$ cat src/rtl/amr_pkg.sv
package amr_pkg;
  typedef enum logic {ST_SEARCH = 1'b0, ST_CHECK = 1'b1} amr_state_e;

  localparam logic [15:0] CRC16_POLY = 16'h1021;
  localparam logic [15:0] CRC16_INIT = 16'hFFFF;
  localparam logic [7:0]  CRC8_POLY  = 8'h07;
  localparam logic [7:0]  CRC8_INIT  = 8'hFF;

  // One serial CRC step, MSB first. In narrow mode the upper byte stays zero.
  function automatic logic [15:0] crc_advance(input logic [15:0] cur, input logic din,
                                              input logic wide);
    logic        fb;
    logic [15:0] res;
    if (wide) begin
      fb  = cur[15] ^ din;
      res = {cur[14:0], 1'b0};
      if (fb) res = res ^ CRC16_POLY;
    end else begin
      fb  = cur[7] ^ din;
      res = {8'h00, cur[6:0], 1'b0};
      if (fb) res = res ^ {8'h00, CRC8_POLY};
    end
    return res;
  endfunction
endpackage

$ cat src/rtl/amr_window.sv
module amr_window #(
  parameter int WIN_BITS = 256,
  localparam int LEN_W = $clog2(WIN_BITS + 1)
) (
  input  logic                clk,
  input  logic                rst_n,
  input  logic                shift_en,
  input  logic                bit_in,
  output logic [WIN_BITS-1:0] win_q,
  output logic [WIN_BITS-1:0] win_nxt,
  output logic [LEN_W-1:0]    fill_nxt
);
  logic [LEN_W-1:0] fill_q;

  assign win_nxt  = {win_q[WIN_BITS-2:0], bit_in};
  assign fill_nxt = (fill_q == LEN_W'(WIN_BITS)) ? fill_q : fill_q + LEN_W'(1);

  always_ff @(posedge clk or negedge rst_n) begin
    if (!rst_n) begin
      win_q  <= '0;
      fill_q <= '0;
    end else if (shift_en) begin
      win_q  <= win_nxt;
      fill_q <= fill_nxt;
    end
  end
endmodule

$ cat src/rtl/amr_addr_cmp.sv
module amr_addr_cmp #(
  parameter int WIN_BITS = 256,
  parameter int ADDR_MAX = 40,
  localparam int LEN_W = $clog2(WIN_BITS + 1),
  localparam int AW    = $clog2(ADDR_MAX + 1),
  localparam int IW    = $clog2(WIN_BITS),
  localparam int AIW   = $clog2(ADDR_MAX)
) (
  input  logic [WIN_BITS-1:0] win,
  input  logic [LEN_W-1:0]    pkt_len,
  input  logic [AW-1:0]       addr_len,
  input  logic [ADDR_MAX-1:0] own_addr,
  output logic                hit
);
  always_comb begin
    hit = 1'b1;
    for (int i = 0; i < ADDR_MAX; i++) begin
      if (i < int'(addr_len) && (int'(pkt_len) - 1 - i) >= 0) begin
        if (win[IW'(int'(pkt_len) - 1 - i)] != own_addr[AIW'(int'(addr_len) - 1 - i)])
          hit = 1'b0;
      end
    end
  end
endmodule

$ cat src/rtl/amr_crc_unit.sv
module amr_crc_unit
  import amr_pkg::*;
(
  input  logic        clk,
  input  logic        rst_n,
  input  logic        init,
  input  logic        step,
  input  logic        bit_in,
  input  logic        wide,
  output logic [15:0] crc_nxt
);
  logic [15:0] crc_q;

  assign crc_nxt = crc_advance(crc_q, bit_in, wide);

  always_ff @(posedge clk or negedge rst_n) begin
    if (!rst_n)    crc_q <= '0;
    else if (init) crc_q <= wide ? CRC16_INIT : {8'h00, CRC8_INIT};
    else if (step) crc_q <= crc_nxt;
  end
endmodule

$ cat src/rtl/amr_readout.sv
module amr_readout #(
  parameter int WIN_BITS = 256,
  localparam int LEN_W = $clog2(WIN_BITS + 1)
) (
  input  logic                clk,
  input  logic                rst_n,
  input  logic                load,
  input  logic [WIN_BITS-1:0] load_data,
  input  logic [LEN_W-1:0]    load_len,
  input  logic                host_clk,
  output logic                data_ready,
  output logic                data_out,
  output logic                host_rise
);
  logic [2:0]          sync_q;
  logic [WIN_BITS-1:0] sr_q;
  logic [LEN_W-1:0]    left_q;

  assign host_rise = sync_q[1] & ~sync_q[2];
  assign data_out  = data_ready & sr_q[WIN_BITS-1];

  always_ff @(posedge clk or negedge rst_n) begin
    if (!rst_n) sync_q <= '0;
    else        sync_q <= {sync_q[1:0], host_clk};
  end

  always_ff @(posedge clk or negedge rst_n) begin
    if (!rst_n) begin
      sr_q       <= '0;
      left_q     <= '0;
      data_ready <= 1'b0;
    end else if (load) begin
      sr_q       <= load_data;
      left_q     <= load_len;
      data_ready <= 1'b1;
    end else if (host_rise && data_ready) begin
      sr_q   <= {sr_q[WIN_BITS-2:0], 1'b0};
      left_q <= left_q - LEN_W'(1);
      if (left_q == LEN_W'(1)) data_ready <= 1'b0;
    end
  end
endmodule

$ cat src/rtl/addr_match_rx.sv
module addr_match_rx
  import amr_pkg::*;
#(
  parameter int WIN_BITS = 256,
  parameter int ADDR_MAX = 40,
  localparam int LEN_W = $clog2(WIN_BITS + 1),
  localparam int AW    = $clog2(ADDR_MAX + 1),
  localparam int IW    = $clog2(WIN_BITS)
) (
  input  logic                clk,
  input  logic                rst_n,
  input  logic                in_valid,
  input  logic                in_bit,
  output logic                in_ready,
  input  logic [ADDR_MAX-1:0] cfg_own_addr,
  input  logic [AW-1:0]       cfg_addr_len,
  input  logic [LEN_W:0]      cfg_pkt_len,
  input  logic                cfg_crc_en,
  input  logic                cfg_crc_wide,
  input  logic                host_clk,
  output logic                data_ready,
  output logic                data_out,
  output logic                overflow
);
  amr_state_e state_q;
  logic [LEN_W-1:0] step_q;

  logic [LEN_W-1:0] p_eff, n_eff, crc_len, dat_len, pay_len, shamt;
  logic             cfg_ok, accept, hit_nxt, match_now, last_step;
  logic [WIN_BITS-1:0] win_q, win_nxt, dsrc, load_data;
  logic [LEN_W-1:0] fill_nxt;
  logic             crc_init, crc_step, crc_bit, deliver, load, ovf_q;
  logic [15:0]      crc_nxt, rx_crc;
  logic             host_rise;

  // Effective configuration
  assign p_eff   = (cfg_pkt_len > (LEN_W+1)'(WIN_BITS)) ? LEN_W'(WIN_BITS)
                                                      : cfg_pkt_len[LEN_W-1:0];
  assign n_eff   = (int'(cfg_addr_len) > ADDR_MAX) ? LEN_W'(ADDR_MAX) : LEN_W'(cfg_addr_len);
  assign crc_len = !cfg_crc_en ? '0 : (cfg_crc_wide ? LEN_W'(16) : LEN_W'(8));
  assign dat_len = p_eff - crc_len;
  assign pay_len = dat_len - n_eff;
  assign cfg_ok  = (n_eff != '0) && (p_eff > n_eff + crc_len);
  assign shamt   = LEN_W'(WIN_BITS) - (p_eff - n_eff);

  assign in_ready = (state_q == ST_SEARCH);
  assign accept   = in_valid & in_ready;

  amr_window #(.WIN_BITS(WIN_BITS)) u_win (
    .clk(clk), .rst_n(rst_n), .shift_en(accept), .bit_in(in_bit),
    .win_q(win_q), .win_nxt(win_nxt), .fill_nxt(fill_nxt)
  );

  // The search looks at the window as it will be after the incoming bit.
  amr_addr_cmp #(.WIN_BITS(WIN_BITS), .ADDR_MAX(ADDR_MAX)) u_cmp (
    .win(win_nxt), .pkt_len(p_eff), .addr_len(cfg_addr_len > AW'(ADDR_MAX) ? AW'(ADDR_MAX) : cfg_addr_len),
    .own_addr(cfg_own_addr), .hit(hit_nxt)
  );

  assign match_now = accept && cfg_ok && (fill_nxt >= p_eff) && hit_nxt;
  assign last_step = (step_q == dat_len - LEN_W'(1));
  assign crc_bit   = win_q[IW'(int'(p_eff) - 1 - int'(step_q))];
  assign rx_crc    = cfg_crc_wide ? win_q[15:0] : {8'h00, win_q[7:0]};

  amr_crc_unit u_crc (
    .clk(clk), .rst_n(rst_n), .init(crc_init), .step(crc_step),
    .bit_in(crc_bit), .wide(cfg_crc_wide), .crc_nxt(crc_nxt)
  );

  always_comb begin
    crc_init = 1'b0;
    crc_step = 1'b0;
    deliver  = 1'b0;
    unique case (state_q)
      ST_SEARCH: begin
        if (match_now) begin
          if (cfg_crc_en) crc_init = 1'b1;
          else            deliver  = 1'b1;
        end
      end
      ST_CHECK: begin
        crc_step = 1'b1;
        if (last_step && crc_nxt == rx_crc) deliver = 1'b1;
      end
      default: ;
    endcase
  end

  always_ff @(posedge clk or negedge rst_n) begin
    if (!rst_n) begin
      state_q <= ST_SEARCH;
      step_q  <= '0;
    end else begin
      unique case (state_q)
        ST_SEARCH: begin
          step_q <= '0;
          if (match_now && cfg_crc_en) state_q <= ST_CHECK;
        end
        ST_CHECK: begin
          step_q <= step_q + LEN_W'(1);
          if (last_step) state_q <= ST_SEARCH;
        end
        default: state_q <= ST_SEARCH;
      endcase
    end
  end

  // Payload extraction: align the first payload bit with the register MSB.
  assign dsrc      = (state_q == ST_CHECK) ? win_q : win_nxt;
  assign load_data = dsrc << shamt;
  assign load      = deliver & ~data_ready;

  always_ff @(posedge clk or negedge rst_n) begin
    if (!rst_n) ovf_q <= 1'b0;
    else        ovf_q <= deliver & data_ready;
  end
  assign overflow = ovf_q;

  amr_readout #(.WIN_BITS(WIN_BITS)) u_out (
    .clk(clk), .rst_n(rst_n), .load(load), .load_data(load_data),
    .load_len(pay_len), .host_clk(host_clk), .data_ready(data_ready),
    .data_out(data_out), .host_rise(host_rise)
  );
endmodule

$ cat config.mk
export PLATFORM = sky130hd
export DESIGN_NAME = addr_match_rx
export DESIGN_NICKNAME = d
export VERILOG_FILES = /design/src/rtl/amr_pkg.sv /design/src/rtl/amr_window.sv /design/src/rtl/amr_addr_cmp.sv /design/src/rtl/amr_crc_unit.sv /design/src/rtl/amr_readout.sv /design/src/rtl/addr_match_rx.sv
export SDC_FILE = /design/constraint.sdc
export NUM_CORES = 2
export LEC_CHECK = 0
export BUFFER_PORTS_ARGS = -buffer_cell sky130_fd_sc_hd__buf_2
export CAP_MARGIN = 20
export CORE_AREA = 2 2 450 452
export DETAILED_ROUTE_END_ITERATION = 10
export DIE_AREA = 0 0 452 454
export SYNTH_ARGS = -nofsm -noshare
export SYNTH_HDL_FRONTEND = slang
export SYNTH_SLANG_ARGS = --single-unit
export TNS_END_PERCENT = 20
$ cat constraint.sdc
create_clock -name clk -period 11.3 [get_ports clk]
set_input_delay 1.695 -clock clk [delete_from_list [all_inputs] [get_ports clk]]
set_output_delay 1.695 -clock clk [all_outputs]
set_load 0.005 [all_outputs]
Word-level counts from Yosys, hierarchy flattened --
Index checks and enable logic that the tools add are counted.
Storage, ports and cells: input port bits 63, logic and storage cells 731, bits in registers 561
Cells by class: shifts and indexed selects 1, bitwise gates (word level) 12, order comparisons 166, reductions and logical operators 52, eq/ne operators 44, multiplexer cells 356, add/subtract/negate cells 90
Operators by type and width (number):
- $ge A32 B1 Y1 const B | 39
- $mux W256 | 3
- $lt A8 B10 Y1 const B | 41
- $bmux W1 S8 | 41
- $lt A6 B8 Y1 const B | 40
- $shl A256 B9 Y256 | 1
- $mux W1 | 254
- $bmux W1 S6 | 40
- $sub A10 B6 Y11 const B | 16
- $sub A6 B6 Y6 const B | 24
- $lt A5 B6 Y1 const A | 16
- $sub A10 B5 Y11 const B | 8
- $sub A10 B7 Y11 const B | 8
- $mux W16 | 5
- $lt A4 B6 Y1 const A | 8
- $lt A6 B6 Y1 const A | 8
- $sub A6 B5 Y6 const B | 8
- $logic_and A1 B1 Y1 | 47
- $sub A10 B4 Y11 const B | 4
- $ne A1 B1 Y1 | 40
- $mux W9 | 4
- $lt A3 B6 Y1 const A | 4
- $sub A6 B4 Y6 const B | 4
- $sub A10 B3 Y11 const B | 2
- 36 further kinds | 56

Longest topological paths before layout --
depth after elaboration 93, mapped depth 36, gate-level depth less buffers 22

Modules after synthesis --
Synthesis repeated with hierarchy kept, for this count alone.
Second synthesis, totals: cells, all modules 9348, area, all modules 87152.3 µm²
Modules (own cells, without submodules):
- addr_match_rx | sequential area each 275.3 µm², cells an instance 3931, area an instance 31993.2 µm², instances 1
- amr_addr_cmp | sequential area each 0.0 µm², cells an instance 3292, area an instance 29779.8 µm², instances 1
- amr_readout | sequential area each 6731.5 µm², cells an instance 1176, area an instance 12320.6 µm², instances 1
- amr_window | sequential area each 6631.4 µm², cells an instance 858, area an instance 12097.9 µm², instances 1
- amr_crc_unit | sequential area each 400.4 µm², cells an instance 91, area an instance 960.9 µm², instances 1

Worst setup path after synthesis --
Ideal clock, no wire load.
kind input to register, start in cfg_pkt_len[0], end reg u_out.left_q[1], setup slack 1.331 ns, setup time 0.128 ns, data arrival time 9.841 ns, stages 33, path buffers 15, cell sequence or3b_1 buf_6 buf_2 buf_2 clkbuf_1 ha_1 buf_2 inv_1 xnor2_2 buf_2 buf_2 clkbuf_1 ha_1 clkbuf_1 inv_1 buf_2 buf_2 buf_2 buf_1 a21oi_1 mux4_2 mux2_2 a2111oi_0 a41oi_1 mux2i_1 nor4_1 nand4_2 or4_4 o32ai_4 or2b_4 buf_6 buf_8 o22ai_1
Between the ends: word-level cells in the longest chain between the ends 92, elaborated cells on any way between the ends 389, classes of those cells 44 x add/sub; 43 x order compare; 42 x eq/ne; 211 x mux; 3 x bitwise; 46 x reduce/logical
Ends and longest elaborated chain:
- start, declared | line addr_match_rx.sv:17 | input logic [LEN_W:0] cfg_pkt_len,
- $gt A10 B9 Y1 | line addr_match_rx.sv:37 | assign p_eff = (cfg_pkt_len > (LEN_W+1)'(WIN_BITS)) ? LEN_W'(WIN_BITS)
- $mux W9 (*) | line addr_match_rx.sv:37
- branches (longest 90 deep; another with $sub A10 B2 Y11)
- end signal, assigned | line amr_readout.sv:34 | left_q <= load_len;
- end signal, assigned | line amr_readout.sv:38 | left_q <= left_q - LEN_W'(1);
- end, declared | line amr_readout.sv:17 | logic [LEN_W-1:0] left_q;
Every way passes the cells marked *. The select of a mux whose other input is x is not followed. A chain may end at the register's enable or synchronous reset.

Worst setup path in the final report --
start in cfg_pkt_len[8], end reg u_out.sr_q[43]
Between the ends: word-level cells in the longest chain between the ends 92, elaborated cells on any way between the ends 391, classes of those cells 45 x add/sub; 43 x order compare; 42 x eq/ne; 1 x shift; 211 x mux; 3 x bitwise; 46 x reduce/logical
Ends and longest elaborated chain:
- $gt A10 B9 Y1 | line addr_match_rx.sv:37
- $mux W9 (*) | line addr_match_rx.sv:37
- branches (longest 90 deep; another with $sub A10 B2 Y11)
- end signal, assigned | line amr_readout.sv:33 | sr_q <= load_data;
- end signal, assigned | line amr_readout.sv:37 | sr_q <= {sr_q[WIN_BITS-2:0], 1'b0};
- end, declared | line amr_readout.sv:16 | logic [WIN_BITS-1:0] sr_q;
Marked as above.

==> run summary <==
### Timing
- 0 — number of failing setup endpoints in the final timing report
- 0 ns — Post-Route Setup TNS
- 0.111 — Slew HR
- 9.85 ns — shortest period the worst path allows
- 0 — count of final max-slew check failures
- false — setup repair after global routing missed its margin
- 1.45 ns — worst-case setup margin in the final layout
- 1.33 ns — slew at the pin closest to its max-slew limit
- 0 — final hold viol count
- 0.348 ns — worst hold slack
- 0.871 — final period utilization
- 102 MHz — Max Fclk
- 0.0588 ns — post-route clock skew

### Synth
- nand2_1 — most frequently used cell type in the post-synthesis netlist
- 89800 um^2 — area of the mapped netlist
- nand2_1, mux2i_1, clkbuf_1, mux4_2, nor2_1 — top cells by instance count after synthesis
- 11400 — Gate Count Post-Synth
- 1.00 — FFs w/ async S/R, synth
- 561 — number of flip-flops and latches in the synthesized netlist
- mux4_2 — most area-hungry cell type in the Yosys netlist
- 122 — Distinct cells, synth
- 0 — number of warnings reported in the yosys synthesis log
- dfrtp_1 — prevailing post-synth register cell
- 0.165 — top-area cell type share of the netlist area
- 11500 — nets in the synthesized netlist
- 0 — count of flip-flops with a built-in enable after synthesis
- 7.89 um^2 — average cell area after synthesis
- mux4_2, dfrtp_1, mux2i_1 — leading cell types by total area after synthesis
- 0.156 — sequential area share after synthesis

### Floorplan
- 0.447 — initial standard-cell utilization of the core
- 201000 um^2 — Core Region
- 452 um — x dimension of the die
- 205000 um^2 — Die Outline Area
- 165 — number of rows in the core area
- 67 — ports placed on the boundary
- 454 um — overall die height

### Route
- 3 — number of DRC violations after detailed routing
- 11 — DRT Pass-1 Iters
- 0 — post-route antenna net violation count
- 38.3 um — per-cell routed wire length
- 98600 — via total after detailed routing
- 516000 um — Detailed Route WL
- 15900 — first-iteration detailed-routing DRC count
- 7.31 — via count normalized by instance count

### Placement
- 66 — count of input and output buffers
- 1.13 — final weighted congestion in routability-driven placement
- 1.25 ns — pre-CTS setup slack
- 399000 um — sum of net half-perimeters after detailed placement

### Clock tree
- 0 — post-CTS setup-driven buffer insertion count
- 0 — post-cts repair resize count
- 0.05 ns — post-CTS clock slew at the launch and capture registers of the worst setup and hold paths
- 3 — number of buffers on the longest clock path
- 0.75 ns — clock latency on the worst-skew pair
- 0 — number of hold-repair buffers added at the cts stage
- 72 — number of buffers inserted during clock tree synthesis
- done — CTS tree
- 561 — clock tree sinks
- 3 — H-tree levels
- clkbuf_16 — root buffer cell

### Critical path
- u_out.sr_q[43] — crit path to
- 37 — maximum fanout encountered on the critical timing path
- cfg_pkt_len[8] — crit path from
- primary input — nature of the critical path startpoint
- in -> reg — worst setup path category
- flop — sort of element at the end of the critical path
- buf_4 -> or3b_2 -> ha_4 -> clkinv_2 -> buf_4 -> buf_4 -> mux4_4 -> o2bb2ai_1 -> nor3_1 -> a2111o_1 -> nand4bb_1 -> o31ai_1 -> nor3_1 -> mux2i_1 -> nor4_1 -> nand4_1 -> or4_1 -> buf_4 -> o32ai_4 -> buf_12 -> and2_1 -> buf_12 -> a31o_2 — list of cells traversed by the critical path
- buf_4 — cell type with the highest occurrence count on the critical path
- 11.97 ns — Worst Path Required
- 4.03 ns — setup slack of the worst register-to-register path
- u_out.sr_q[43] — end of the worst register-to-register path
- 0.89 ns — Critical Path Max Stage Delay
- o2bb2ai_1 — cell with the largest stage delay on the worst path
- 10.51 ns — arrival time at the worst endpoint
- 18 — depth of the worst register-to-register path
- step_q[0] — worst reg2reg startpoint

### Global route
- 715000 um — global-route wire length before repair
- 0 — Overflow after GRT
- 90900 — via count of the first global-routing pass
- 25 — initial antenna violation count
- 218 — maximum number of pins on one net before global-route repair
- 0.487 — Overall Global Routing Usage

### Layout
- 10900 — fin nets
- 19700 — filler cell count in the final layout
- 0.155 — layout cell share with drive strength beyond 1
- 6.07% — area growth from synthesis to final layout

### Run status
- finished, violations left — outcome
- DRC — violations in the final reports

### Power
- 37.6 nW — total leakage power
- 12.3 mW — Power, Total
- 129 nW/um^2 — cell area power density
- 121 uV — worst IR drop on VDD

### Hold path
- reg -> reg — path type of the worst min-delay path
- 0 — Worst Hold Depth

### Run
- 0 — MaxCap Viol Count

[cells by family (layout without fill, tap and decap cells)]
family	count (synthesis)	in the layout	share of synthesized area
compound gates	2917	2917	0.214
fa+ha+maj	89	89	0.0128
xor+xnor	269	269	0.0284
buf+inv	1618	1034	0.0763
simple gates	3956	3956	0.198
mux	1972	1972	0.314
other cells	0	21	0
flops	561	561	0.156
[final cells by class]
type                    instances  area, um^2  share of cell area
inverters                     373        1440              0.0151
repair buffers                531        4490              0.0472
flip-flops and latches        561       14000               0.147
well taps                    2672        3340              0.0351
clock buffers                 105        2130              0.0224
diodes                         21        52.6            0.000552
clock inverters                25         323             0.00339
multi-input cells            9203       69400               0.729
[critical path: cells and delay by family]
| family | cells | cell delay (ns) |
|---|---|---|
| compound gates | 5 | 2.00 |
| mux | 2 | 0.71 |
| simple gates | 8 | 3.04 |
| fa+ha+maj | 1 | 0.30 |
| buf+inv | 7 | 2.57 |
[metrics by stage]
step / cells / util / area, um^2
5_1_grt: 13500 / 0.474 / 95200
2_1_floorplan: 11400 / - / 89800
4_1_cts: 13500 / 0.473 / 95000
3_3_place_gp: 13300 / 0.460 / 92500
3_5_place_dp: 13300 / 0.461 / 92600
6_report: 13500 / 0.474 / 95300
[cells in the final DEF, fill, tap and decap left out, drive strengths merged, types with 68 or more instances in the layout]
cell    instances
nand2        2198
mux2i        1166
mux4          661
nor2          650
a21oi         631
o21ai         620
dfrtp         561
buf           528
inv           372
o22ai         215
nand3         201
xnor2         197
a22oi         191
nor3          188
a31oi         185
a211oi        153
o211ai        148
mux2          145
o21a          140
clkbuf        108
nor2b         106
nor4b         104
and3           98
ha             84
nand4          68
[power breakdown]
group | total (mW) | leakage (nW) | internal (mW) | switching (mW)
clock | 2.45 | 1.20 | 1.41 | 1.03
combinational | 7.57 | 28.9 | 2.41 | 5.17
sequential | 2.27 | 7.50 | 2.07 | 0.202
total | 12.3 | 37.6 | 5.89 | 6.40
[layer usage]
metal	global-route usage	wire length [um]	vias up	share of wire
met3	0.148	61700	1823	0.12
li1	-	-	40900	-
met4	0.426	56900	12	0.11
met1	0.588	185000	48500	0.36
met2	0.701	212000	7391	0.41
met5	0	84	-	0.00016
[flip-flops by register name, summed over array words and instances (netlist names)]
signal and cells:
u_win.win_q 256, u_out.sr_q 256, overflow 1, u_crc.crc_q 16, step_q 9, u_out.sync_q 3, state_q 1, u_out.data_ready 1
u_out.left_q 9, u_win.fill_q 9
[worst min path at each step]
stage | start | to | slack, ns
2_1_floorplan | u_out.sync_q[0] | u_out.sync_q[1] | 0.33
3_3_place_gp | u_out.sync_q[0] | u_out.sync_q[1] | 0.33
3_5_place_dp | u_out.sync_q[0] | u_out.sync_q[1] | 0.34
4_1_cts | u_out.sync_q[0] | u_out.sync_q[1] | 0.35
5_1_grt | u_out.sync_q[0] | u_out.sync_q[1] | 0.37
6_report | u_out.sync_q[0] | u_out.sync_q[1] | 0.35
Power figures use the tool's default switching activity.
